### src/rtl/seg_pkg.sv
package seg_pkg;

   typedef enum logic [2:0] {
      AM_DISP       = 3'd0,
      AM_BASE       = 3'd1,
      AM_BASE_DISP  = 3'd2,
      AM_SIDX_DISP  = 3'd3,
      AM_BIDX_DISP  = 3'd4,
      AM_BSIDX_DISP = 3'd5,
      AM_REL        = 3'd6,
      AM_RSVD       = 3'd7
   } amode_e;

   typedef enum logic [1:0] {
      FK_NONE   = 2'd0,
      FK_ABSENT = 2'd1,
      FK_PRIV   = 2'd2,
      FK_LIMIT  = 2'd3
   } fkind_e;

endpackage

### src/rtl/seg_desc_cache.sv
module seg_desc_cache #(
   parameter int NUM_SEGS = 6,
   parameter int SEG_W    = 3,
   parameter int AW       = 32,
   parameter int SEL_W    = 16,
   parameter int LIMIT_W  = 20,
   parameter int PL_W     = 2
) (
   input  logic               clk,
   input  logic               rst_n,
   input  logic               wr_en,
   input  logic [SEG_W-1:0]   wr_seg,
   input  logic [SEL_W-1:0]   wr_selector,
   input  logic [AW-1:0]      wr_base,
   input  logic [LIMIT_W-1:0] wr_limit,
   input  logic               wr_gran,
   input  logic [PL_W-1:0]    wr_dpl,
   input  logic               wr_present,
   input  logic [SEG_W-1:0]   rd_seg,
   output logic               rd_usable,
   output logic [AW-1:0]      rd_base,
   output logic [LIMIT_W-1:0] rd_limit,
   output logic               rd_gran,
   output logic [PL_W-1:0]    rd_dpl,
   output logic [PL_W-1:0]    rd_rpl
);

   logic [AW-1:0]      base_q  [NUM_SEGS];
   logic [LIMIT_W-1:0] limit_q [NUM_SEGS];
   logic [PL_W-1:0]    dpl_q   [NUM_SEGS];
   logic [PL_W-1:0]    rpl_q   [NUM_SEGS];
   logic               gran_q  [NUM_SEGS];
   logic               ok_q    [NUM_SEGS];

   logic sel_null;
   assign sel_null = (wr_selector[SEL_W-1:PL_W] == '0);

   for (genvar g = 0; g < NUM_SEGS; g++) begin : g_slot
      always_ff @(posedge clk or negedge rst_n) begin
         if (!rst_n) begin
            base_q[g]  <= '0;
            limit_q[g] <= '0;
            dpl_q[g]   <= '0;
            rpl_q[g]   <= '0;
            gran_q[g]  <= 1'b0;
            ok_q[g]    <= 1'b0;
         end else if (wr_en && int'(wr_seg) == g) begin
            base_q[g]  <= wr_base;
            limit_q[g] <= wr_limit;
            dpl_q[g]   <= wr_dpl;
            rpl_q[g]   <= wr_selector[PL_W-1:0];
            gran_q[g]  <= wr_gran;
            ok_q[g]    <= wr_present && !sel_null;
         end
      end
   end

   always_comb begin
      rd_usable = 1'b0;
      rd_base   = '0;
      rd_limit  = '0;
      rd_gran   = 1'b0;
      rd_dpl    = '0;
      rd_rpl    = '0;
      for (int i = 0; i < NUM_SEGS; i++) begin
         if (int'(rd_seg) == i) begin
            rd_usable = ok_q[i];
            rd_base   = base_q[i];
            rd_limit  = limit_q[i];
            rd_gran   = gran_q[i];
            rd_dpl    = dpl_q[i];
            rd_rpl    = rpl_q[i];
         end
      end
   end


   wr_visible_chk: assert property (@(posedge clk) disable iff (!rst_n)
      ($past(rst_n) && $past(wr_en) && ($past(wr_seg) == rd_seg) && (int'(rd_seg) < NUM_SEGS))
      |-> (rd_base == $past(wr_base) && rd_limit == $past(wr_limit)));


   oor_unusable_chk: assert property (@(posedge clk) disable iff (!rst_n)
      (int'(rd_seg) >= NUM_SEGS) |-> !rd_usable);

endmodule

### src/rtl/seg_offset_gen.sv
module seg_offset_gen
   import seg_pkg::*;
#(
   parameter int AW        = 32,
   parameter int SCALE_W   = 2,
   parameter bit HAS_SCALE = 1'b1
) (
   input  logic               clk,
   input  logic               rst_n,
   input  logic [2:0]         mode,
   input  logic [AW-1:0]      base,
   input  logic [AW-1:0]      index,
   input  logic [SCALE_W-1:0] scale,
   input  logic [AW-1:0]      disp,
   input  logic [AW-1:0]      pc,
   output logic [AW-1:0]      offset,
   output logic               bypass
);

   logic [AW-1:0] scaled;

   if (HAS_SCALE) begin : g_shift
      assign scaled = index << scale;
   end else begin : g_noshift
      logic unused_scale;
      assign unused_scale = ^scale;
      assign scaled = index;
   end

   always_comb begin
      case (mode)
         AM_BASE:       offset = base;
         AM_BASE_DISP:  offset = base + disp;
         AM_SIDX_DISP:  offset = scaled + disp;
         AM_BIDX_DISP:  offset = base + index + disp;
         AM_BSIDX_DISP: offset = base + scaled + disp;
         AM_REL:        offset = pc + disp;
         default:       offset = disp;
      endcase
   end

   assign bypass = (mode == AM_REL);


   base_disp_chk: assert property (@(posedge clk) disable iff (!rst_n)
      (mode == AM_BASE_DISP) |-> (offset - disp == base));


   rel_sum_chk: assert property (@(posedge clk) disable iff (!rst_n)
      bypass |-> (offset - disp == pc));

endmodule

### src/rtl/seg_access_chk.sv
module seg_access_chk
   import seg_pkg::*;
#(
   parameter int AW         = 32,
   parameter int LIMIT_W    = 20,
   parameter int GRAN_SHIFT = 12,
   parameter int PL_W       = 2,
   parameter bit HAS_GRAN   = 1'b1
) (
   input  logic               clk,
   input  logic               rst_n,
   input  logic               bypass,
   input  logic               usable,
   input  logic [PL_W-1:0]    cpl,
   input  logic [PL_W-1:0]    rpl,
   input  logic [PL_W-1:0]    dpl,
   input  logic               gran,
   input  logic [LIMIT_W-1:0] limit,
   input  logic [AW-1:0]      offset,
   output fkind_e             kind
);

   localparam logic [AW-1:0] LOW_MASK = (AW'(1) << GRAN_SHIFT) - AW'(1);

   logic [AW-1:0]   lim_ext;
   logic [AW-1:0]   eff_limit;
   logic [PL_W-1:0] eff_pl;

   assign lim_ext = AW'(limit);

   if (HAS_GRAN) begin : g_gran
      assign eff_limit = gran ? ((lim_ext << GRAN_SHIFT) | LOW_MASK) : lim_ext;
   end else begin : g_nogran
      logic unused_gran;
      assign unused_gran = gran;
      assign eff_limit = lim_ext;
   end

   assign eff_pl = (cpl > rpl) ? cpl : rpl;

   always_comb begin
      if (bypass)                kind = FK_NONE;
      else if (!usable)          kind = FK_ABSENT;
      else if (eff_pl > dpl)     kind = FK_PRIV;
      else if (offset > eff_limit) kind = FK_LIMIT;
      else                       kind = FK_NONE;
   end


   priv_cause_chk: assert property (@(posedge clk) disable iff (!rst_n)
      (kind == FK_PRIV) |-> (cpl > dpl || rpl > dpl));


   limit_cause_chk: assert property (@(posedge clk) disable iff (!rst_n)
      (kind == FK_LIMIT) |-> (offset > lim_ext));

endmodule

### src/rtl/seg_linear_unit.sv
module seg_linear_unit
   import seg_pkg::*;
#(
   parameter int NUM_SEGS   = 6,
   parameter int AW         = 32,
   parameter int SEL_W      = 16,
   parameter int LIMIT_W    = 20,
   parameter int GRAN_SHIFT = 12,
   parameter int SCALE_W    = 2,
   parameter int PL_W       = 2,
   parameter bit HAS_GRAN   = 1'b1,
   parameter bit HAS_SCALE  = 1'b1,
   localparam int SEG_W     = (NUM_SEGS > 1) ? $clog2(NUM_SEGS) : 1
) (
   input  logic               clk,
   input  logic               rst_n,
   input  logic               desc_wr_en,
   input  logic [SEG_W-1:0]   desc_wr_seg,
   input  logic [SEL_W-1:0]   desc_wr_selector,
   input  logic [AW-1:0]      desc_wr_base,
   input  logic [LIMIT_W-1:0] desc_wr_limit,
   input  logic               desc_wr_gran,
   input  logic [PL_W-1:0]    desc_wr_dpl,
   input  logic               desc_wr_present,
   input  logic               req_valid,
   input  logic [SEG_W-1:0]   req_seg,
   input  logic [2:0]         req_mode,
   input  logic [AW-1:0]      req_base,
   input  logic [AW-1:0]      req_index,
   input  logic [SCALE_W-1:0] req_scale,
   input  logic [AW-1:0]      req_disp,
   input  logic [AW-1:0]      req_pc,
   input  logic [PL_W-1:0]    req_cpl,
   output logic               lin_valid,
   output logic [AW-1:0]      lin_addr,
   output logic               fault,
   output logic [1:0]         fault_kind
);

   if (NUM_SEGS < 1) begin : g_bad_segs
      $error("NUM_SEGS must be at least 1");
   end
   if (LIMIT_W + GRAN_SHIFT > AW) begin : g_bad_limit
      $error("scaled limit wider than address");
   end
   if (SEL_W <= PL_W) begin : g_bad_sel
      $error("selector too narrow for privilege field");
   end

   logic               c_usable, c_gran, o_bypass;
   logic [AW-1:0]      c_base, o_offset, addr_c;
   logic [LIMIT_W-1:0] c_limit;
   logic [PL_W-1:0]    c_dpl, c_rpl;
   fkind_e             kind_c, kind_q;
   logic               valid_q;
   logic [AW-1:0]      addr_q;

   seg_desc_cache #(
      .NUM_SEGS(NUM_SEGS), .SEG_W(SEG_W), .AW(AW),
      .SEL_W(SEL_W), .LIMIT_W(LIMIT_W), .PL_W(PL_W)
   ) u_cache (
      .clk(clk), .rst_n(rst_n),
      .wr_en(desc_wr_en), .wr_seg(desc_wr_seg), .wr_selector(desc_wr_selector),
      .wr_base(desc_wr_base), .wr_limit(desc_wr_limit), .wr_gran(desc_wr_gran),
      .wr_dpl(desc_wr_dpl), .wr_present(desc_wr_present),
      .rd_seg(req_seg), .rd_usable(c_usable), .rd_base(c_base),
      .rd_limit(c_limit), .rd_gran(c_gran), .rd_dpl(c_dpl), .rd_rpl(c_rpl)
   );

   seg_offset_gen #(
      .AW(AW), .SCALE_W(SCALE_W), .HAS_SCALE(HAS_SCALE)
   ) u_off (
      .clk(clk), .rst_n(rst_n),
      .mode(req_mode), .base(req_base), .index(req_index), .scale(req_scale),
      .disp(req_disp), .pc(req_pc), .offset(o_offset), .bypass(o_bypass)
   );

   seg_access_chk #(
      .AW(AW), .LIMIT_W(LIMIT_W), .GRAN_SHIFT(GRAN_SHIFT),
      .PL_W(PL_W), .HAS_GRAN(HAS_GRAN)
   ) u_chk (
      .clk(clk), .rst_n(rst_n),
      .bypass(o_bypass), .usable(c_usable), .cpl(req_cpl), .rpl(c_rpl),
      .dpl(c_dpl), .gran(c_gran), .limit(c_limit), .offset(o_offset),
      .kind(kind_c)
   );

   assign addr_c = o_bypass ? o_offset : (c_base + o_offset);

   always_ff @(posedge clk or negedge rst_n) begin
      if (!rst_n) begin
         valid_q <= 1'b0;
         addr_q  <= '0;
         kind_q  <= FK_NONE;
      end else begin
         valid_q <= req_valid;
         if (req_valid) begin
            addr_q <= addr_c;
            kind_q <= kind_c;
         end else begin
            kind_q <= FK_NONE;
         end
      end
   end

   assign lin_valid  = valid_q;
   assign lin_addr   = addr_q;
   assign fault_kind = kind_q;
   assign fault      = (kind_q != FK_NONE);


   latency_chk: assert property (@(posedge clk) disable iff (!rst_n)
      req_valid |=> lin_valid);


   idle_hold_chk: assert property (@(posedge clk) disable iff (!rst_n)
      !req_valid |=> (!lin_valid && !fault && $stable(lin_addr)));


   rel_no_fault_chk: assert property (@(posedge clk) disable iff (!rst_n)
      (req_valid && req_mode == AM_REL) |=> !fault);


   absent_slot_chk: assert property (@(posedge clk) disable iff (!rst_n)
      (req_valid && req_mode != AM_REL && int'(req_seg) >= NUM_SEGS) |=> (fault_kind == FK_ABSENT));


   fault_valid_chk: assert property (@(posedge clk) disable iff (!rst_n)
      fault |-> lin_valid);

endmodule

### config.mk
export PLATFORM = sky130hd
export DESIGN_NAME = seg_linear_unit
export DESIGN_NICKNAME = d
export VERILOG_FILES = /design/src/rtl/seg_pkg.sv /design/src/rtl/seg_desc_cache.sv /design/src/rtl/seg_offset_gen.sv /design/src/rtl/seg_access_chk.sv /design/src/rtl/seg_linear_unit.sv
export SDC_FILE = /design/constraint.sdc
export NUM_CORES = 1
export LEC_CHECK = 0
export BUFFER_PORTS_ARGS = -buffer_cell sky130_fd_sc_hd__buf_2
export CAP_MARGIN = 20
export CORE_MARGIN = 2
export CORE_UTILIZATION = 60
export DETAILED_ROUTE_END_ITERATION = 10
export PLACE_DENSITY = 0.87
export SYNTH_ARGS = -nofsm -noshare
export SYNTH_HDL_FRONTEND = slang
export SYNTH_HIERARCHICAL = 1
export SYNTH_SLANG_ARGS = --single-unit
### constraint.sdc
create_clock -name clk -period 3.8 [get_ports clk]
set_input_delay 0.57 -clock clk [delete_from_list [all_inputs] [get_ports clk]]
set_output_delay 0.57 -clock clk [all_outputs]
set_load 0.02 [all_outputs]
==> Word level (Yosys, flattened, before mapping) <==
Index checks and enable logic that the tools add are counted.
{ "classes": {"eq_ne": 16, "mux": 45, "shifts": 1, "add_sub_neg": 8, "order_cmp": 3, "reduce_logical": 12} }
{ "ops": {"columns": ["op", "n"], "rows": [
  ["adder 32 bit", 8],
  ["two-way mux 32 bit", 8],
  ["one-hot mux 32 bit (6 select lines)", 1],
  ["two-way mux 20 bit", 6],
  ["two-way mux 2 bit", 18],
  ["== test 3 bit (second input constant)", 11],
  ["greater-than comparator 32 bit", 1],
  ["<< shifter 32 x 2 -> 32 bit", 1],
  ["logical NOT 14 bit", 1],
  ["== test 3 x 2 -> 1 bit (second input constant)", 4],
  ["two-way mux 1 bit", 12],
  ["logical AND 1 bit", 7],
  ["logical NOT 3 bit", 2],
  ["greater-than comparator 2 bit", 2],
  ["== test 3 x 1 -> 1 bit (second input constant)", 1],
  ["nonzero test 2 bit", 1],
  ["logical NOT 1 bit", 1]
]} }
{ "totals": {"out_inout_bits": 36, "inputBits": 217, "register_bits": 383, "wordCells": 124} }

==> Depth between registers and ports, before layout <==
Gate-level depths: netlist of run 1.
{ "depth": {"word_depth": 14, "depth_mapped": 30, "mapped_depth_nobuf": 27} }

==> Modules after synthesis <==
Netlist of run 1, hierarchy kept.
{ "modules_own_cells": {"columns": ["mod", "area_each_um2", "cells_per_inst", "n_inst", "seq_area_each_um2"], "rows": [
  ["seg_desc_cache", 16389.5, 1338, 1, 8708.4],
  ["seg_offset_gen", 8562.0, 1122, 1, 0.0],
  ["seg_linear_unit", 3254.4, 395, 1, 875.8],
  ["seg_access_chk", 1083.5, 147, 1, 0.0]
]} }

==> Worst setup path after synthesis of run 1 <==
Ideal clock, no wire load.
{ "synth_path": {"path_type": "input to register", "startpoint": "in req_scale[1]", "endpoint": "reg addr_q[31] (netlist: lin_addr[31])", "arrival_time_ps": 6953, "path_slack_ps": -3290, "setup_ps": 137, "path_stages": 26, "required_ps": 3663, "path_cell_list": "clkbuf_1 > clkbuf_1 > buf_1 > mux2i_1 > o21ai_0 > fa_1 > fa_1 > a211oi_1 > o21ai_1 > a2111oi_2 > o41ai_4 > a41oi_2 > xnor2_1 > nor2_1 > o21a_1 > a211o_1 > or2_1 > a221oi_2 > ha_1 > nand2_1 > o21bai_1 > or3_1 > o211a_1 > a211oi_2 > xor2_1 > a21oi_1"} }
{ "synth_via": {"elab_chain_cells": 6} }
{ "synth_rtl": {"columns": ["element", "line_no", "text"], "rows": [
  ["start, declared", "seg_linear_unit.sv:30", "input logic [SCALE_W-1:0] req_scale,"],
  ["<< shifter 32 x 2 -> 32 bit (*)", "seg_offset_gen.sv:23", "assign scaled = index << scale;"],
  ["adder 32 bit (2 in series)", "seg_offset_gen.sv:36", "AM_BSIDX_DISP: offset = base + scaled + disp;"],
  ["one-hot mux 32 bit (6 select lines) (*)", "seg_offset_gen.sv:31", "case (mode)"],
  ["via o_offset[25]", "seg_linear_unit.sv:51", "logic [AW-1:0] c_base, o_offset, addr_c;"],
  ["adder 32 bit (*)", "seg_linear_unit.sv:88", "assign addr_c = o_bypass ? o_offset : (c_base + o_offset);"],
  ["two-way mux 32 bit (*)", "seg_linear_unit.sv:88", null],
  ["end signal, assigned", "seg_linear_unit.sv:98", "addr_q <= addr_c;"],
  ["end, declared", "seg_linear_unit.sv:56", "logic [AW-1:0] addr_q;"]
]} }
Mark *: on every way through the listed nets, which the timed path passes. The rest lies on a longest branch.
A chain may end at the register's enable or synchronous reset.

==> Worst setup path after layout of run 1 <==
{ "layout_path": {"startpoint": "in req_scale[1]", "endpoint": "reg kind_q[0] (netlist: fault_kind[0])"} }
{ "layout_via": {"elab_chain_cells": 10} }
{ "layout_rtl": {"columns": ["element", "line_no", "text"], "rows": [
  ["<< shifter 32 x 2 -> 32 bit (*)", "seg_offset_gen.sv:23", null],
  ["adder 32 bit (2 in series)", "seg_offset_gen.sv:36", null],
  ["one-hot mux 32 bit (6 select lines) (*)", "seg_offset_gen.sv:31", null],
  ["via o_offset[31]", "seg_linear_unit.sv:51", null],
  ["greater-than comparator 32 bit (*)", "seg_access_chk.sv:45", "else if (offset > eff_limit) kind = FK_LIMIT;"],
  ["two-way mux 2 bit (*)", "seg_access_chk.sv:45", null],
  ["two-way mux 2 bit (*)", "seg_access_chk.sv:44", "else if (eff_pl > dpl) kind = FK_PRIV;"],
  ["two-way mux 2 bit (*)", "seg_access_chk.sv:43", "else if (!usable) kind = FK_ABSENT;"],
  ["two-way mux 2 bit (*)", "seg_access_chk.sv:42", "if (bypass) kind = FK_NONE;"],
  ["via kind_c[0]", "seg_linear_unit.sv:54", "fkind_e kind_c, kind_q;"],
  ["two-way mux 2 bit (*)", "seg_linear_unit.sv:97", "if (req_valid) begin"],
  ["end signal, assigned", "seg_linear_unit.sv:99", "kind_q <= kind_c;"],
  ["end, declared", "seg_linear_unit.sv:54", null]
]} }
Marks and branches as above.

==> flow_summary.json, run 1 <==
{
  "outcome": "finished, violations left",
  "violations": "setup timing",
  "period_needed_ps": 5740,
  "ant_nets": 0,
  "final_common_cell": "buf_4",
  "path_max_fanout": 7,
  "fin_area_mm2": 0.0382,
  "drv_slew": 0,
  "path_buf_inv": 4,
  "via_count": 29388,
  "io_buffer_count": 252,
  "drc": 0,
  "synth-seq-area-share": 0.327,
  "die_x_um": 225,
  "dp.cells": 4317,
  "combPwrFrac": 0.525,
  "worst_hold_path_type": "input pin to asynchronous set/reset pin",
  "grt_max_degree": 94,
  "p_leak_uw": 0.0179,
  "clk_pin_slew_ps": 70,
  "power.share.sequential": 0.292,
  "root_buffer": "clkbuf_16",
  "dr.first_iter.drc_count": 3248,
  "num_io_pins": 253,
  "fmax_ghz": 0.174,
  "antenna_found_initial": 11,
  "synth_flop_cell": "dfrtp_1",
  "clock_sinks": 383,
  "routedWlPerCell_um": 25.4,
  "power_switching_uw": 7580,
  "worstSetupEndpointType": "flop",
  "switching_share": 0.389,
  "die_area_mm2": 0.0506,
  "cp-start-kind": "input pin",
  "drive_gt1_frac": 0.389,
  "seq_area_mm2": 0.00958,
  "yosysWarnings": 6,
  "die_y_um": 225,
  "synth_nets": 3451,
  "multi_input_area_mm2": 0.0196,
  "slew_headroom": 0.291,
  "hpwlAfterDp_mm": 78.7,
  "cellPowerDensity_mw_per_mm2": 509,
  "fill_cells": 2879,
  "first_pass_iters": 6,
  "min_period_over_period": 1.51,
  "wl_mm": 112,
  "instances_no_fill": 4424,
  "core_mm2": 0.0479,
  "grt_pass1_vias": 30164,
  "grtUsageTotal": 0.433,
  "setup_violations": 30,
  "viasPerCell": 6.64,
  "critPathSlowestCell": "fa_2",
  "holdWs_ps": 2.16,
  "synth_area_mm2": 0.0293,
  "cts_tree": "done",
  "synth_area_leader_cell": "dfrtp_1",
  "final_cell_mix": "632 x buf_4, 383 x dfrtp_1, 247 x buf_2, 237 x mux2_2, 187 x nand2_1",
  "hold_viol": 0,
  "postSynthAreaPerCell_um2": 9.76,
  "skew_ps": 22.6,
  "cts.path.max_buffers": 3,
  "crit_type": "input pin to flop",
  "arrival_ps": 6170,
  "ys_ff_latch": 383,
  "finalNetCount": 4227,
  "rsz0062_at_grt": "true",
  "vdd_drop_max_uv": 495,
  "worst_path_largest_cell_delay_ps": 520,
  "place.gp.congestion": 1.03,
  "dpl-instance-area_mm2": 0.0357,
  "worst_skew_pair.late_latency_ps": 550,
  "synth_area_leaders": "dfrtp_1 33%, mux2_2 9.1%, ha_1 7.1%, fa_1 4.5%, mux2i_1 4.1%",
  "synth_top_area_share": 0.327,
  "cts_max_level": 2,
  "synth_edf_count": 0,
  "critical_path.top_delay_family": "compound AO/OA/AOI/OAI gates",
  "synth_cells": 3002,
  "grt_first_pass_wirelength_mm": 170,
  "power.share.clock": 0.183,
  "async_flop_share": 1.00,
  "num_rows": 80,
  "start_util": 0.611,
  "ys_types": 109,
  "cts_buffers": 36,
  "worst_pin_slew_ps": 1060,
  "overflow": 0,
  "intPower_uw": 11900,
  "worst_slack_ps": -1940,
  "maxCapViolCount": 0,
  "dpl_worst_slack_ps": -2630,
  "hold_buffers": 0,
  "area_growth_pct": 30.6,
  "required_ps": 4220
}
[cell usage after synthesis, types with 57 or more instances]
| cell | count |
|---|---|
| fa_1 | 66 |
| ha_1 | 166 |
| o21ai_0 | 204 |
| inv_1 | 149 |
| nor2_1 | 175 |
| a22oi_1 | 82 |
| clkbuf_1 | 105 |
| mux2_1 | 73 |
| mux2i_1 | 120 |
| a2bb2oi_1 | 57 |
| mux2_2 | 237 |
| xnor2_1 | 66 |
| nor2b_1 | 67 |
| a21o_1 | 68 |
| nand2_1 | 200 |
| a21oi_1 | 180 |
| dfrtp_1 | 383 |
[logic make-up after synthesis]
family          synth area share
fa+ha+maj                  0.116
compound gates             0.213
xor+xnor                  0.0323
flops                      0.327
simple gates               0.103
buf+inv                   0.0483
mux                        0.160
[stage by stage]
stage	TNS, ps	util	power (µW)
after global routing	-48480	0.798	20300
after floorplan	-41010	-	10700
after CTS	-37100	0.788	18700
after detailed placement	-61800	0.744	14500
final	-43260	0.798	19500
after global placement	-60270	0.744	14100
[state kept, by name (all words and copies together), names as in the netlist]
register         cells
u_cache/gran_q       6
u_cache/rpl_q       12
lin_addr            32
lin_valid            1
u_cache/ok_q         6
u_cache/base_q     192
u_cache/limit_q    120
fault_kind           2
u_cache/dpl_q       12
[power by group through the flow]
stage                     Combinational (µW)  Clock, µW  Sequential (µW)
after floorplan                         5010          0             5660
after global placement                  8500          0             5560
after detailed placement                8810          0             5670
after CTS                               9550       3550             5650
after global routing                   10800       3720             5750
final                                  10200       3560             5690
[layout make-up]
class / instances / area share
clock buffers: 47 / 0.0254
multi-input cells: 2283 / 0.512
clock inverters: 15 / 0.00399
well taps: 615 / 0.0201
flip-flops and latches: 383 / 0.251
diodes: 7 / 0.000458
inverters: 152 / 0.0149
repair buffers: 922 / 0.173
[worst register-to-register path, delay by kind of cell, from the launching register on]
kind                       cells  cell delay [ps]
AOI/OAI and AO/OA              8             1470
adders and majority gates      2              670
xor gates and xnor gates       1              170
DFF                            1              410
and+or+nand+nor                1              370
muxes                          1              200
[final timing paths]
kind | start | end | slack (ps) | depth (start not counted)
max | req_scale[1] | fault_kind[0] | -1940 | 27
min | rst_n | u_cache/limit_q[108] | 2 | 1
max reg2reg | u_cache/base_q[0] | lin_addr[18] | 380 | 13
min reg2reg | u_cache/base_q[178] | u_cache/base_q[178] | 490 | 1
max in group asynchronous | rst_n | lin_addr[29] | 2860 | 2
min in group clk | desc_wr_limit[18] | u_cache/limit_q[78] | 310 | 3
[layer usage]
metal,GRT usage,wire length (µm),vias to the layer above
li1,-,-,12538
met1,0.542,42200,14333
met2,0.724,53000,1963
met3,0.0866,10700,546
met4,0.201,6400,8
met5,0,50,-
[what timing repair did]
action	in CTS	in global routing
buffers inserted	27	12
gates cloned	1	0
setup endpoints to repair	31	31
gates resized for setup	157	73
pin swaps	81	61
(Power assumes the default switching activity.)
==> run 2, diff against run 1 <==
CORE_MARGIN = unset   (was 2)
CORE_UTILIZATION = 55   (was 60)
PLACE_DENSITY = 0.81   (was 0.87)
==> flow_summary.json, run 2 (synthesis results as in run 1) <==
{
  "antenna_found_initial": 11,
  "largest_register_ffs": 192,
  "fmax_ghz": 0.176,
  "finalNetCount": 4226,
  "use_met2": 0.643,
  "violations": "setup timing",
  "worst_skew_pair.late_latency_ps": 550,
  "core_mm2": 0.0526,
  "wl_mm": 105,
  "final_cell_mix": "620 x buf_4, 383 x dfrtp_1, 246 x buf_2, 236 x mux2_2, 185 x nand2_1",
  "drc": 0,
  "root_buffer": "clkbuf_16",
  "cellPowerDensity_mw_per_mm2": 507,
  "worst_hold_path_type": "input pin to asynchronous set/reset pin",
  "met1_usage": 0.468,
  "r2r-end": "lin_addr[23]",
  "required_ps": 4250,
  "skew_ps": 25.5,
  "hpwlAfterDp_mm": 76.8,
  "die_x_um": 233,
  "num_io_pins": 253,
  "hold_viol": 0,
  "via_count": 28169,
  "ant_nets": 0,
  "overflow": 0,
  "endpoint": "lin_addr[23]",
  "start_util": 0.557,
  "cts.path.max_buffers": 3,
  "area_growth_pct": 32.1,
  "worstSetupStartpoint": "req_scale[1]",
  "clock_sinks": 383,
  "grt_first_pass_wirelength_mm": 159,
  "dpl_worst_slack_ps": -2520,
  "r2r_slack_ps": 440,
  "seq_area_mm2": 0.00958,
  "grt_max_degree": 118,
  "dr.first_iter.drc_count": 2300,
  "vdd_drop_max_uv": 439,
  "grt_pass1_vias": 28753,
  "outcome": "finished, violations left",
  "die_area_mm2": 0.0542,
  "slew_headroom": 0.303,
  "top_register": "u_cache/base_q",
  "p_total_uw": 19600,
  "crit_type": "input pin to flop",
  "period_needed_ps": 5690,
  "multi_input_area_mm2": 0.0197,
  "dp.cells": 4398,
  "place.gp.congestion": 1.04,
  "arrival_ps": 6140,
  "path_max_fanout": 7,
  "instances_no_fill": 4500,
  "holdWs_ps": 41.6,
  "fin_area_mm2": 0.0387,
  "worst_pin_slew_ps": 1050,
  "rsz0062_at_grt": "true",
  "clk_pin_slew_ps": 60,
  "drv_slew": 0,
  "maxCapViolCount": 0,
  "grt-busiest-layer": "met2",
  "grt_use_met3": 0.0614,
  "dpl-instance-area_mm2": 0.0359,
  "cts_buffers": 36,
  "cts_max_level": 2,
  "viasPerCell": 6.26,
  "die_y_um": 233,
  "final_common_cell": "buf_4",
  "cp-start-kind": "input pin",
  "min_period_over_period": 1.50,
  "io_buffer_count": 252,
  "rr_startpoint": "u_cache/base_q[8]",
  "worst_slack_ps": -1890,
  "p_leak_uw": 0.0180,
  "num_rows": 84,
  "setup_violations": 30,
  "fill_cells": 3552,
  "routedWlPerCell_um": 23.4,
  "worstSetupEndpointType": "flop",
  "cts_tree": "done",
  "reg2reg_depth": 12,
  "first_pass_iters": 7,
  "grtUsageTotal": 0.378,
  "drive_gt1_frac": 0.396
}
[run 2: changes by cell type in the layout (fill, tap and decap cells not counted), moves of 4 or more]
cell	delta
ha_2	+6
buf_12	+5
mux2i_1	-5
buf_4	-12
clkbuf_8	+4
ha_4	-4
buf_6	+5
mux2i_2	+4
a21oi_2	-4
[run 2: critical path, cell delays in order]
cell,delay (ps)
buf_12,100
buf_12,150
mux2i_4,270
o21ai_2,110
fa_1,520
ha_1,320
a21oi_2,170
nand4b_1,210
a2111oi_4,120
a311o_2,450
a221oi_4,350
buf_4,170
xor2_1,50
a21oi_1,160
o21ai_1,120
a21oi_2,240
ha_4,260
a21o_1,210
a221oi_2,330
o221ai_4,170
buf_6,150
o21a_1,180
buf_4,130
o21ai_1,100
or3b_1,340
a31oi_1,180
[run 2: worst min-delay path by stage]
stage                                      to  slack (ps)  depth (start not counted)                 from
final                      u_cache/base_q[66]          40                          1                rst_n
after global routing       u_cache/base_q[67]         160                          1                rst_n
after CTS                  u_cache/base_q[67]         130                          1                rst_n
after detailed placement  u_cache/base_q[139]         470                          1  u_cache/base_q[139]
after global placement        u_cache/ok_q[0]         460                          2      u_cache/ok_q[0]
after floorplan                 fault_kind[0]         270                          0                rst_n
[run 2: stage by stage]
step	util	setup TNS, ps
6_report	0.736	-40110
5_1_grt	0.736	-45000
3_3_place_gp	0.683	-54880
4_1_cts	0.722	-36610
3_5_place_dp	0.683	-57120
2_1_floorplan	-	-41010
[run 2: cell type report]
class	instances	share of cell area
Clock inverter	12	0.00469
Timing Repair Buffer	921	0.173
Clock buffer	53	0.0279
Tap cell	688	0.0223
Antenna cell	8	0.000518
Multi-Input combinational cell	2283	0.509
Inverter	152	0.0148
Sequential cell	383	0.248
[run 2: report_power, final]
| group | switching (µW) | internal [µW] |
|---|---|---|
| Combinational | 5210 | 4940 |
| Clock | 1580 | 2250 |
| Sequential | 598 | 5050 |
[run 2: timing repair]
item | in CTS | in global routing
setup endpoints to repair | 30 | 31
pin swaps | 79 | 80
buffers inserted | 17 | 20
hold buffers | 0 | 0
cloned | 1 | 0
resized for setup | 141 | 128
[run 2: layer usage]
layer	vias up	share of wire
met1	13934	0.39
met2	1333	0.49
met3	335	0.074
met4	10	0.048
met5	-	0.00067
li1	12557	-
